$ cat src/rtl/hsl_pkg.sv
package hsl_pkg;
   typedef enum logic [1:0] {
      REQ_READ  = 2'd0,
      REQ_WRITE = 2'd1,
      REQ_EVICT = 2'd2,
      REQ_ACK   = 2'd3
   } req_kind_e;

   typedef enum logic [2:0] {
      MSG_GRANT  = 3'd0,
      MSG_FWD    = 3'd1,
      MSG_INVAL  = 3'd2,
      MSG_UNLINK = 3'd3,
      MSG_NACK   = 3'd4,
      MSG_EVOK   = 3'd5
   } msg_kind_e;
endpackage

$ cat src/rtl/hsl_line_slot.sv
module hsl_line_slot #(
   parameter int NODE_W = 3
) (
   input  logic              clk,
   input  logic              rst_n,
   input  logic              wr_en,
   input  logic [NODE_W-1:0] nxt_head,
   input  logic [NODE_W-1:0] nxt_pend,
   input  logic              nxt_excl,
   input  logic              nxt_lock,
   output logic [NODE_W-1:0] head,
   output logic [NODE_W-1:0] pend,
   output logic              excl,
   output logic              lock
);
   always_ff @(posedge clk) begin
      if (!rst_n) begin
         head <= '1;
         pend <= '1;
         excl <= 1'b0;
         lock <= 1'b0;
      end else if (wr_en) begin
         head <= nxt_head;
         pend <= nxt_pend;
         excl <= nxt_excl;
         lock <= nxt_lock;
      end
   end
endmodule

$ cat src/rtl/hsl_decide.sv
module hsl_decide
   import hsl_pkg::*;
#(
   parameter int NODE_W = 3
) (
   input  logic [1:0]        kind,
   input  logic [NODE_W-1:0] src,
   input  logic [NODE_W-1:0] link,
   input  logic [NODE_W-1:0] c_head,
   input  logic [NODE_W-1:0] c_pend,
   input  logic              c_excl,
   input  logic              c_lock,
   output logic              emit,
   output logic              upd,
   output logic [NODE_W-1:0] n_head,
   output logic [NODE_W-1:0] n_pend,
   output logic              n_excl,
   output logic              n_lock,
   output logic [2:0]        o_kind,
   output logic [NODE_W-1:0] o_dst,
   output logic [NODE_W-1:0] o_who,
   output logic [NODE_W-1:0] o_link,
   output logic              o_excl
);
   localparam logic [NODE_W-1:0] NULL_ID = '1;

   logic empty;
   assign empty = (c_head == NULL_ID);

   always_comb begin
      emit   = 1'b1;
      upd    = 1'b0;
      o_kind = MSG_NACK;
      o_dst  = src;
      o_who  = src;
      o_link = NULL_ID;
      o_excl = 1'b0;
      n_head = c_head;
      n_pend = c_pend;
      n_excl = c_excl;
      n_lock = c_lock;
      case (req_kind_e'(kind))
         REQ_READ: if (!c_lock) begin
            upd    = 1'b1;
            n_head = src;
            n_excl = 1'b0;
            if (empty) o_kind = MSG_GRANT;
            else begin
               o_kind = MSG_FWD;
               o_dst  = c_head;
            end
         end
         REQ_WRITE: if (!c_lock) begin
            upd = 1'b1;
            if (empty || (c_head == src && c_excl)) begin
               o_kind = MSG_GRANT;
               o_excl = 1'b1;
               n_head = src;
               n_excl = 1'b1;
            end else begin
               o_kind = MSG_INVAL;
               o_dst  = c_head;
               n_lock = 1'b1;
               n_pend = src;
            end
         end
         REQ_EVICT: if (!c_lock) begin
            if (c_head == src) begin
               upd    = 1'b1;
               o_kind = MSG_EVOK;
               n_head = link;
               n_excl = 1'b0;
            end else if (empty) begin
               o_kind = MSG_EVOK;
            end else begin
               upd    = 1'b1;
               o_kind = MSG_UNLINK;
               o_dst  = c_head;
               o_link = link;
               n_lock = 1'b1;
               n_pend = NULL_ID;
            end
         end
         default: begin
            emit = 1'b0;
            if (c_lock) begin
               upd    = 1'b1;
               n_lock = 1'b0;
               if (c_pend != NULL_ID) begin
                  n_head = c_pend;
                  n_excl = 1'b1;
               end
            end
         end
      endcase
   end
endmodule

$ cat src/rtl/hsl_home_dir.sv
module hsl_home_dir #(
   parameter  int NODES  = 7,
   parameter  int LINES  = 8,
   localparam int NODE_W = $clog2(NODES + 1),
   localparam int LINE_W = $clog2(LINES)
) (
   input  logic              clk,
   input  logic              rst_n,
   input  logic              req_valid,
   output logic              req_ready,
   input  logic [1:0]        req_kind,
   input  logic [NODE_W-1:0] req_src,
   input  logic [LINE_W-1:0] req_line,
   input  logic [NODE_W-1:0] req_link,
   output logic              msg_valid,
   input  logic              msg_ready,
   output logic [2:0]        msg_kind,
   output logic [NODE_W-1:0] msg_dst,
   output logic [NODE_W-1:0] msg_who,
   output logic [NODE_W-1:0] msg_link,
   output logic [LINE_W-1:0] msg_line,
   output logic              msg_excl
);
   if (LINES < 2 || (1 << LINE_W) != LINES) begin : g_bad_lines
      $error("LINES must be a power of two of at least 2");
   end
   if (NODES < 1) begin : g_bad_nodes
      $error("NODES must be at least 1");
   end

   logic [NODE_W-1:0] head_a [LINES];
   logic [NODE_W-1:0] pend_a [LINES];
   logic              excl_a [LINES];
   logic              lock_a [LINES];

   logic              acc, emit, upd, n_excl, n_lock, o_excl;
   logic [NODE_W-1:0] n_head, n_pend, o_dst, o_who, o_link;
   logic [2:0]        o_kind;

   assign req_ready = !msg_valid || msg_ready;
   assign acc       = req_valid && req_ready;

   for (genvar i = 0; i < LINES; i++) begin : g_line
      hsl_line_slot #(.NODE_W(NODE_W)) u_slot (
         .clk     (clk),
         .rst_n   (rst_n),
         .wr_en   (acc && upd && (req_line == LINE_W'(i))),
         .nxt_head(n_head),
         .nxt_pend(n_pend),
         .nxt_excl(n_excl),
         .nxt_lock(n_lock),
         .head    (head_a[i]),
         .pend    (pend_a[i]),
         .excl    (excl_a[i]),
         .lock    (lock_a[i])
      );
   end

   hsl_decide #(.NODE_W(NODE_W)) u_decide (
      .kind  (req_kind),
      .src   (req_src),
      .link  (req_link),
      .c_head(head_a[req_line]),
      .c_pend(pend_a[req_line]),
      .c_excl(excl_a[req_line]),
      .c_lock(lock_a[req_line]),
      .emit  (emit),
      .upd   (upd),
      .n_head(n_head),
      .n_pend(n_pend),
      .n_excl(n_excl),
      .n_lock(n_lock),
      .o_kind(o_kind),
      .o_dst (o_dst),
      .o_who (o_who),
      .o_link(o_link),
      .o_excl(o_excl)
   );

   always_ff @(posedge clk) begin
      if (!rst_n) begin
         msg_valid <= 1'b0;
         msg_kind  <= '0;
         msg_dst   <= '0;
         msg_who   <= '0;
         msg_link  <= '0;
         msg_line  <= '0;
         msg_excl  <= 1'b0;
      end else if (acc) begin
         msg_valid <= emit;
         msg_kind  <= o_kind;
         msg_dst   <= o_dst;
         msg_who   <= o_who;
         msg_link  <= o_link;
         msg_line  <= req_line;
         msg_excl  <= o_excl;
      end else if (msg_ready) begin
         msg_valid <= 1'b0;
      end
   end
endmodule

$ cat config.mk
export PLATFORM = sky130hd
export DESIGN_NAME = hsl_home_dir
export DESIGN_NICKNAME = d
export VERILOG_FILES = /design/src/rtl/hsl_pkg.sv /design/src/rtl/hsl_line_slot.sv /design/src/rtl/hsl_decide.sv /design/src/rtl/hsl_home_dir.sv
export SDC_FILE = /design/constraint.sdc
export NUM_CORES = 1
export LEC_CHECK = 0
export CAP_MARGIN = 20
export CORE_MARGIN = 4
export CORE_UTILIZATION = 30
export CTS_CLUSTER_DIAMETER = 150
export CTS_CLUSTER_SIZE = 8
export DETAILED_ROUTE_END_ITERATION = 8
export DONT_BUFFER_PORTS = 1
export PLACE_DENSITY = 0.49
export SYNTH_ARGS = -nofsm -noshare
export SYNTH_HDL_FRONTEND = slang
export SYNTH_SLANG_ARGS = --single-unit
$ cat constraint.sdc
create_clock -name clk -period 4.36 [get_ports clk]
set_clock_uncertainty 0.05 [all_clocks]
set_input_delay 0.872 -clock clk [delete_from_list [all_inputs] [get_ports clk]]
set_output_delay 0.872 -clock clk [all_outputs]
set_load 0.02 [all_outputs]
Word level (Yosys, flattened, before mapping)
Cells that the tools add are included.

word-level totals
  register bits after elaboration = 81
  word-level logic and storage cells = 141

operators by class
  magnitude comparators = 1
  eq/ne operators = 12
  multiplexer cells = 69
  bitwise operators = 1
  reductions and logical operators = 19

operators by type and width
  cell                                                 number
  two-way mux 3 bit                                    30
  two-way mux 1 bit                                    27
  one-hot mux 3 bit (3 select lines)                   3
  binary-select mux 3 bit (select 3 bit)               2
  equality test 3 bit, second input constant           5
  logical AND 1 bit                                    11
  binary-select mux 1 bit (select 3 bit)               2
  equality test 3 x 2 -> 1 bit, second input constant  2
  one-hot mux 1 bit (3 select lines)                   2
  one-hot mux 3 bit (2 select lines)                   1
  >= comparator 4 bit, second input constant           1
  NOT 3 -> 4 bit                                       1
  equality test 3 x 1 -> 1 bit, second input constant  1
  equality test 3 bit                                  1
  logical NOT 3 bit                                    1
  != test 3 bit, second input constant                 1
  OR reduction 3 bit                                   1
  equality test 2 x 1 -> 1 bit, second input constant  1
  equality test 2 bit, second input constant           1
  logical NOT 2 bit                                    1
  logical OR 1 bit                                     2
  two-way mux 2 bit                                    1
  one-hot mux 1 bit (2 select lines)                   1
  nonzero test 2 bit                                   1
  2 further kinds                                      2

Logic depth before layout (Yosys ltp)
Gate-level depths: netlist of the first run.

  depth after elaboration = 11
  mapped depth = 11
  depth with buffers taken out = 8

Modules after synthesis
A second synthesis of the first run with hierarchy kept.

unflattened totals
  cells, all modules = 481
  area total of the unflattened synthesis = 4563.1 um^2

modules (own cells, without submodules)
  module         instances  cells each  area each (um^2)
  hsl_line_slot  8          25          286.5
  hsl_home_dir   1          150         1342.5
  hsl_decide     1          131         928.4

Worst setup path after synthesis of the first run
Ideal clock, no wire load.

  path type = input -> register
  start = input req_line[0]
  end = register g_line[5].u_slot.pend[0]
  setup time = 0.128 ns
  arrival = 3.195 ns
  slack = 0.987 ns
  cell stages on the path = 9
  buffers on the path = 2
  cell sequence = buf_6 -> buf_6 -> mux4_2 -> mux2_2 -> or3_4 -> a311oi_4 -> nand3_2 -> nor3_1 -> o21ai_1

between the ends
  longest elaborated chain between the ends = 11
  elaborated cells on any way between the ends = 32
  classes of those cells = 3 x eq/ne; 24 x mux; 1 x bitwise; 4 x reduce/logical

ends and longest elaborated chain
  what                                                   line                 source
  start: declaration                                     hsl_home_dir.sv:13   input logic [LINE_W-1:0] req_line,
  NOT 3 -> 4 bit (not written as such)                   -
  binary-select mux 3 bit (select 3 bit)                 hsl_home_dir.sv:63   .c_head(head_a[req_line]),
  two-way mux 3 bit (not written as such) (2 in series)  hsl_home_dir.sv:63
  equality test 3 bit                                    hsl_decide.sv:28     assign empty = (c_head == NULL_ID);
  two-way mux 1 bit                                      hsl_decide.sv:73     end else if (empty) begin
  two-way mux 1 bit                                      hsl_decide.sv:68     if (c_head == src) begin
  two-way mux 1 bit                                      hsl_decide.sv:67     REQ_EVICT: if (!c_lock) begin
  one-hot mux 1 bit (2 select lines)                     hsl_decide.sv:42     case (req_kind_e'(kind))
  logical AND 1 bit (2 in series)                        hsl_home_dir.sv:47   .wr_en (acc && upd && (req_line == LINE_W'(i))),
  end signal: assignment                                 hsl_line_slot.sv:24  pend <= nxt_pend;
  end: declaration                                       hsl_line_slot.sv:12  output logic [NODE_W-1:0] pend,

Parallel ways exist; a longest one is shown, timed or not. The select of a mux whose other input is x is not followed.
A chain may end at the register's enable or synchronous reset.

Worst setup path after layout of the first run
  start = input req_line[0]
  end = register g_line[5].u_slot.lock

between the ends
  longest elaborated chain between the ends = 11
  elaborated cells on any way between the ends = 28
  classes of those cells = 3 x eq/ne; 20 x mux; 1 x bitwise; 4 x reduce/logical

ends and longest elaborated chain
  what                                                   line                                                        source
  NOT 3 -> 4 bit (not written as such)                   hsl_home_dir.sv:63, hsl_home_dir.sv:65, hsl_home_dir.sv:66
  binary-select mux 3 bit (select 3 bit)                 hsl_home_dir.sv:63
  two-way mux 3 bit (not written as such) (2 in series)  hsl_home_dir.sv:63
  equality test 3 bit                                    hsl_decide.sv:28
  two-way mux 1 bit                                      hsl_decide.sv:73
  two-way mux 1 bit                                      hsl_decide.sv:68
  two-way mux 1 bit                                      hsl_decide.sv:67
  one-hot mux 1 bit (2 select lines)                     hsl_decide.sv:42
  logical AND 1 bit (2 in series)                        hsl_home_dir.sv:47
  end signal: assignment                                 hsl_line_slot.sv:26                                         lock <= nxt_lock;
  end: declaration                                       hsl_line_slot.sv:14                                         output logic lock

Parallel ways exist; a longest one is shown, timed or not. The select of a mux whose other input is x is not followed.

==> metrics, run 1 <==
Cell Int Power=0.001337 W; Synth Register Bits=81; n_diodes=0; XOR/XNOR Fraction of Synth Area=0.3898%; Chip Height=130.4 um; share of layout cells above drive strength 1=12.12%; required time worst endpoint=4.59 ns; placed cell areas=0.004579 mm^2; GRT Overall Usage=15.66%; # resized after CTS=0; detailed-router iteration count before antenna repair=5; final worst slack=0.9279 ns; Yosys warnings=0; critical-path cell list=mux4_2, mux2i_2, or4_1, o211ai_2, a311oi_4, nor2b_1, nand3_1, a21boi_1; Max VDD drop=0.0001837 V; post-synthesis mux area share=12.11%; clock slew at reported path FFs=0.06 ns; final setup vio count=0; Synth async-reset ratio=0%; Fin. Hold Viols=0; main combinational cell family by area after synthesis=simple AND/OR/NAND/NOR gates; Net Count, Synth=533; CTS tree=yes; fmax=291.4 MHz; Post-Synth Adder-Cell Area=1.114%; DP Worst Slack=0.5971 ns; Pwr per Cell Area=360.7 mW/mm^2; P_sw=0.0004334 W; gp weighted congestion=0.9399; # DRC=0; largest net degree at the start of global routing=96; Initial DRC Count=401; compound-cell area share of the yosys netlist=22.24%; Placed Cells=663; worst hold path class=reg2reg; first-pass GRT wire length=20.73 mm; Yosys cell types=60; simple-gate area share of the yosys netlist=23.50%; Detailed Place HPWL=8.872 mm; Startpoint Class=input pin; Worst Max-Slew Pin Slew=0.7859 ns; PortBufs=0; CTS hold repair buffers=0; WL per Instance=19.07 um; Mean Syn Cell Area=8.744 um^2; P_leak=1.666 nW; Post-synth top flop=dfxtp_1; Slew Viols, Final=0; die width=130.4 um; H-tree levels=3; Final Cell Area=0.004908 mm^2; Vias=3841; io pins=33; worst skew pair latency=0.35 ns; Switching Fraction=24.48%; TritonCTS Sinks=81; Data arrival, critical path=3.66 ns; post-CTS setup buffers=0; Max Cap Violations=0; initial antenna violation count=0; status=finished clean; mapped cell area=0.004494 mm^2; Clock Tree Root=clkbuf_16; Detail Route Antenna Nets=0; crit-path max FO=23; Tcrit/Tclk final=78.72%; Comb power frac=8.7%; sequential share of the synthesized area=36.08%; fin crit period=3.432 ns; CTS Buffer Depth=2; total CTS buffers=9; Crit Path Class=in2reg; row count=44; number of global-route vias before repair=3693; Flop pwr share=43.9%; Synth Instances=514; CP Capture Type=flip-flop; routed vias/inst=5.657; Final #Nets=509; number of synthesized flops with an enable pin=0; RSZ-0062 raised after global routing=no; Clock power frac=47.4%; Initial Utilization=30.81%; total power=0.001770 W; highest-delay cell along the critical path=mux4_2; final wirelength=12.95 mm; Worst slew margin=47.61%; area delta synth->final=9.215%; core region area=0.01459 mm^2; final cell count without fillers=679; GRT overflow=0; slowest stage delay, CP=0.53 ns; die area=0.01700 mm^2; Setup Total Neg Slack=0 ns
-- sequential cells by signal, summed over array words and instances (netlist names) --
name / cells
msg_excl: 1
msg_valid: 1
g_line.u_slot.pend: 24
msg_kind: 3
msg_who: 3
g_line.u_slot.lock: 8
msg_link: 3
g_line.u_slot.excl: 8
msg_line: 3
msg_dst: 3
g_line.u_slot.head: 24
-- stage by stage --
step           hold slack (ns)  utilization (%)
6_report                0.3968            33.64
5_1_grt                 0.4217            33.64
4_1_cts                 0.4009            33.64
3_5_place_dp            0.3921            31.39
3_3_place_gp            0.3886            31.39
2_1_floorplan           0.3776                -
-- worst paths after layout --
check | start | cells past startpoint | endpoint | slack [ns]
hold reg to reg | g_line[1].u_slot.lock | 2 | g_line[1].u_slot.lock | 0.40
setup reg to reg | g_line[3].u_slot.head[2] | 8 | g_line[5].u_slot.lock | 1.15
hold / removal | g_line[1].u_slot.lock | 2 | g_line[1].u_slot.lock | 0.40
setup / recovery | req_line[0] | 8 | g_line[5].u_slot.lock | 0.93
-- cell usage in the layout, fill, tap and decap left out, drive strengths merged, types with 5 or more instances in the layout --
| master | Yosys | layout |
|---|---|---|
| buf | 14 | 6 |
| o21ai | 42 | 42 |
| o2111ai | 5 | 5 |
| o211ai | 14 | 14 |
| nor3 | 23 | 23 |
| nand2b | 5 | 5 |
| o21a | 8 | 8 |
| nand3 | 27 | 27 |
| a31oi | 8 | 8 |
| nand3b | 10 | 10 |
| clkbuf | 27 | 11 |
| nor2 | 35 | 35 |
| and2 | 9 | 9 |
| a21boi | 16 | 16 |
| dfxtp | 81 | 81 |
| nand2 | 56 | 56 |
| mux2i | 9 | 9 |
| inv | 4 | 5 |
| mux2 | 8 | 8 |
| mux4 | 16 | 16 |
| nor3b | 19 | 19 |
| a41oi | 8 | 8 |
| nor2b | 9 | 9 |
| a21oi | 20 | 20 |
-- cell families after synthesis --
family | after synthesis
multiplexers | 33
flip-flops | 81
buffers and inverters | 45
AO/OA/AOI/OAI | 143
XOR/XNOR | 2
AND/OR/NAND/NOR | 206
adder cells (fa/ha/maj) | 4
-- synth_stat cells, types with 2 or more instances --
master / n / share of area (%)
mux4_2: 16 / 8.0
a21oi_1: 20 / 2.2
nand2_2: 2 / 0.28
nor4_1: 3 / 0.42
o21a_1: 8 / 1.3
nand2_1: 54 / 4.5
nor2_1: 35 / 2.9
a41oi_1: 8 / 1.6
a32oi_1: 2 / 0.39
ha_1: 4 / 1.1
o221ai_1: 2 / 0.39
or2_2: 2 / 0.28
and2_1: 9 / 1.3
nand3b_1: 10 / 1.7
mux2i_1: 8 / 1.8
o21ai_1: 6 / 0.67
a21boi_1: 8 / 1.3
nand2b_1: 5 / 0.70
inv_1: 4 / 0.33
nor3_1: 22 / 2.4
a31oi_1: 7 / 0.97
o2111ai_1: 5 / 0.97
xnor2_1: 2 / 0.39
o211ai_1: 13 / 2.2
o22ai_2: 2 / 0.56
buf_4: 3 / 0.50
a21boi_0: 8 / 1.3
o31ai_1: 2 / 0.33
o211a_1: 4 / 0.89
nand3_1: 26 / 2.9
nor2b_1: 9 / 1.3
buf_6: 2 / 0.50
clkbuf_1: 27 / 2.3
o21ai_0: 35 / 3.9
nor3b_1: 19 / 3.2
buf_2: 8 / 0.89
and3_1: 4 / 0.56
dfxtp_1: 81 / 36
mux2_2: 8 / 2.0
-- critical path, delay by kind of cell --
| kind | cells | cell delay (ns) |
|---|---|---|
| and+or+nand+nor | 3 | 0.96 |
| muxes | 2 | 0.97 |
| AOI/OAI and AO/OA | 3 | 0.85 |
-- power by group through the flow --
stage,Combinational [W],Sequential [W],Clock [W]
2_1_floorplan,0.000143,0.000791,0
3_3_place_gp,0.000151,0.000794,0
4_1_cts,0.000152,0.000778,0.000861
5_1_grt,0.000170,0.000780,0.000893
6_report,0.000153,0.000778,0.000839
3_5_place_dp,0.000152,0.000795,0
-- final cells by class --
cell class                 count  area (um^2)
clock inverter                 5        86.33
inverter                       4        15.01
timing repair buffer           6        45.04
tap                          184        230.2
fill                        1512         9681
multi-input combinational    388         2668
clock buffer                  11        242.7
sequential                    81         1622
-- routing by layer --
metal  share of wire [%]  GRT usage, %  up-vias
met4                 1.2         3.872        0
met2                  45         24.26       90
met5                   0             0        -
met3                 6.1         4.837       16
met1                  48         21.43     1878
li1                    -             -     1857
Power figures use the tool's default switching activity.
==> run 2: changes to the inputs <==
==> constraint.sdc (replaced) <==
create_clock -name clk -period 3.18 [get_ports clk]
set_clock_uncertainty 0.05 [all_clocks]
set_input_delay 0.636 -clock clk [delete_from_list [all_inputs] [get_ports clk]]
set_output_delay 0.636 -clock clk [all_outputs]
set_load 0.02 [all_outputs]
==> metrics, run 2 (same netlist as run 1, synthesis figures left out) <==
# DRC=0; initial antenna violation count=0; GRT overflow=0; routed vias/inst=5.497; Placed Cells=715; area delta synth->final=17.20%; hold wc startpoint=rst_n; gp weighted congestion=0.8960; worst skew pair latency=0.34 ns; required time worst endpoint=3.35 ns; Switching Fraction=26.12%; P_sw=0.0005925 W; die area=0.01700 mm^2; commonest cells after routing, fill and taps aside=dfxtp_1, buf_4, nand2_1; GRT Overall Usage=16.52%; WL per Instance=18.53 um; final cell count without fillers=731; Chip Height=130.4 um; Vias=4018; Crit Reg-Reg Endpoint=g_line[7].u_slot.pend[1]; share of layout cells above drive strength 1=20.48%; hold worst-path end=g_line[0].u_slot.pend[0]; Initial DRC Count=310; Clock Tree Root=clkbuf_16; P_leak=1.902 nW; RSZ-0062 raised after global routing=no; Fin. Hold Viols=0; Flop pwr share=47.0%; highest-delay cell along the critical path=mux4_2; PortBufs=0; detailed-router iteration count before antenna repair=5; Crit Path Class=reg2reg; Pwr per Cell Area=430.6 mW/mm^2; Detail Route Antenna Nets=0; CTS Buffer Depth=2; Startpoint Class=flip-flop; first-pass GRT wire length=21.94 mm; CTS hold repair buffers=0; Final Cell Area=0.005268 mm^2; n_diodes=0; Comb power frac=10.7%; die width=130.4 um; Max VDD drop=0.0002366 V; Tcrit/Tclk final=95.15%; Worst slew margin=65.62%; Data arrival, critical path=3.19 ns; CP Capture Type=flip-flop; final worst slack=0.1541 ns; Slew Viols, Final=0; fmax=330.5 MHz; Buf/Inv on CP=1; status=finished clean; # resized after CTS=0; CP delay by family, top=compound AO/OA/AOI/OAI gates; crit-path max FO=8; critical-path cell list=mux4_2, mux2i_2, a2111oi_0, a311o_1, nor2_1, o21ai_1, buf_4, nor3_1, o21ai_0; H-tree levels=3; commonest non-fill, non-tap cell in the layout=dfxtp_1; Worst Max-Slew Pin Slew=0.5014 ns; final wirelength=13.55 mm; Cell Int Power=0.001676 W; final setup vio count=0; fin crit period=3.026 ns; row count=44; RR Startpoint=g_line[6].u_slot.head[2]; largest net degree at the start of global routing=96; Finished Core Util=36.11%; DP Worst Slack=-0.1520 ns; R2R setup slack=0.15 ns; r2r worst-path depth=9; Detailed Place HPWL=9.995 mm; Max Cap Violations=0; Regs by FF count=g_line.u_slot.head x24, g_line.u_slot.pend x24; number of global-route vias before repair=3978; CTS tree=yes; Setup Total Neg Slack=0 ns; clock slew at reported path FFs=0.06 ns; hold path cells=1; io pins=33; Clock power frac=42.2%; post-CTS setup buffers=0; total CTS buffers=9; TritonCTS Sinks=81; slowest stage delay, CP=0.51 ns; Final #Nets=561; core region area=0.01459 mm^2; worst hold path class=in2reg; Initial Utilization=30.81%; placed cell areas=0.004995 mm^2
run 2: cell count changes in the layout (fill, tap and decap cells not counted), sizes merged:
cell | before | now
buf | 6 | 58
bufinv | 2 | 0
clkbuf | 11 | 10
clkinv | 2 | 4
clkinvlp | 0 | 1
run 2: cell type report:
type | count | area (um^2)
inverters | 4 | 15.01
multi-input cells | 388 | 2668
clock buffers | 10 | 229.0
flip-flops and latches | 81 | 1622
well taps | 184 | 230.2
clock inverters | 6 | 43.79
fillers | 1519 | 9321
repair buffers | 58 | 460.4
run 2: power groups by stage:
| stage | logic [W] | clock network (W) | registers (W) |
|---|---|---|---|
| 6_report | 0.000244 | 0.000958 | 0.00107 |
| 5_1_grt | 0.000268 | 0.00103 | 0.00107 |
| 4_1_cts | 0.000243 | 0.000985 | 0.00107 |
| 3_5_place_dp | 0.000242 | 0 | 0.00109 |
| 3_3_place_gp | 0.000242 | 0 | 0.00109 |
| 2_1_floorplan | 0.000195 | 0 | 0.00108 |
run 2: how the worst max path moves through the flow:
| stage | endpoint | start | cells after the start | slack (ns) |
|---|---|---|---|---|
| floorplan | g_line[5].u_slot.pend[0] | req_line[0] | 9 | 0.04 |
| global placement | g_line[7].u_slot.pend[1] | req_line[0] | 9 | -0.16 |
| detailed placement | g_line[7].u_slot.pend[1] | req_line[0] | 9 | -0.15 |
| CTS | g_line[7].u_slot.pend[1] | g_line[6].u_slot.head[2] | 9 | 0.18 |
| global route | g_line[6].u_slot.pend[2] | g_line[6].u_slot.head[2] | 8 | 0.04 |
| finish | g_line[7].u_slot.pend[1] | g_line[6].u_slot.head[2] | 9 | 0.15 |
run 2: metrics by stage:
step                      total power [W]  hold slack [ns]
after floorplan                  0.001280           0.3776
after global placement           0.001331           0.3877
after detailed placement         0.001331           0.3963
after CTS                        0.002295           0.3357
after global routing             0.002364           0.3498
final                            0.002268           0.3711
run 2: layer usage:
metal	share of wire, %	vias up	global-route usage, %	routed length [um]
met2	44	126	25.32	5993
met5	0	-	0	0
met1	49	1914	23.82	6579
met4	1.5	0	4.416	206
li1	-	1962	-	-
met3	5.7	16	3.211	770
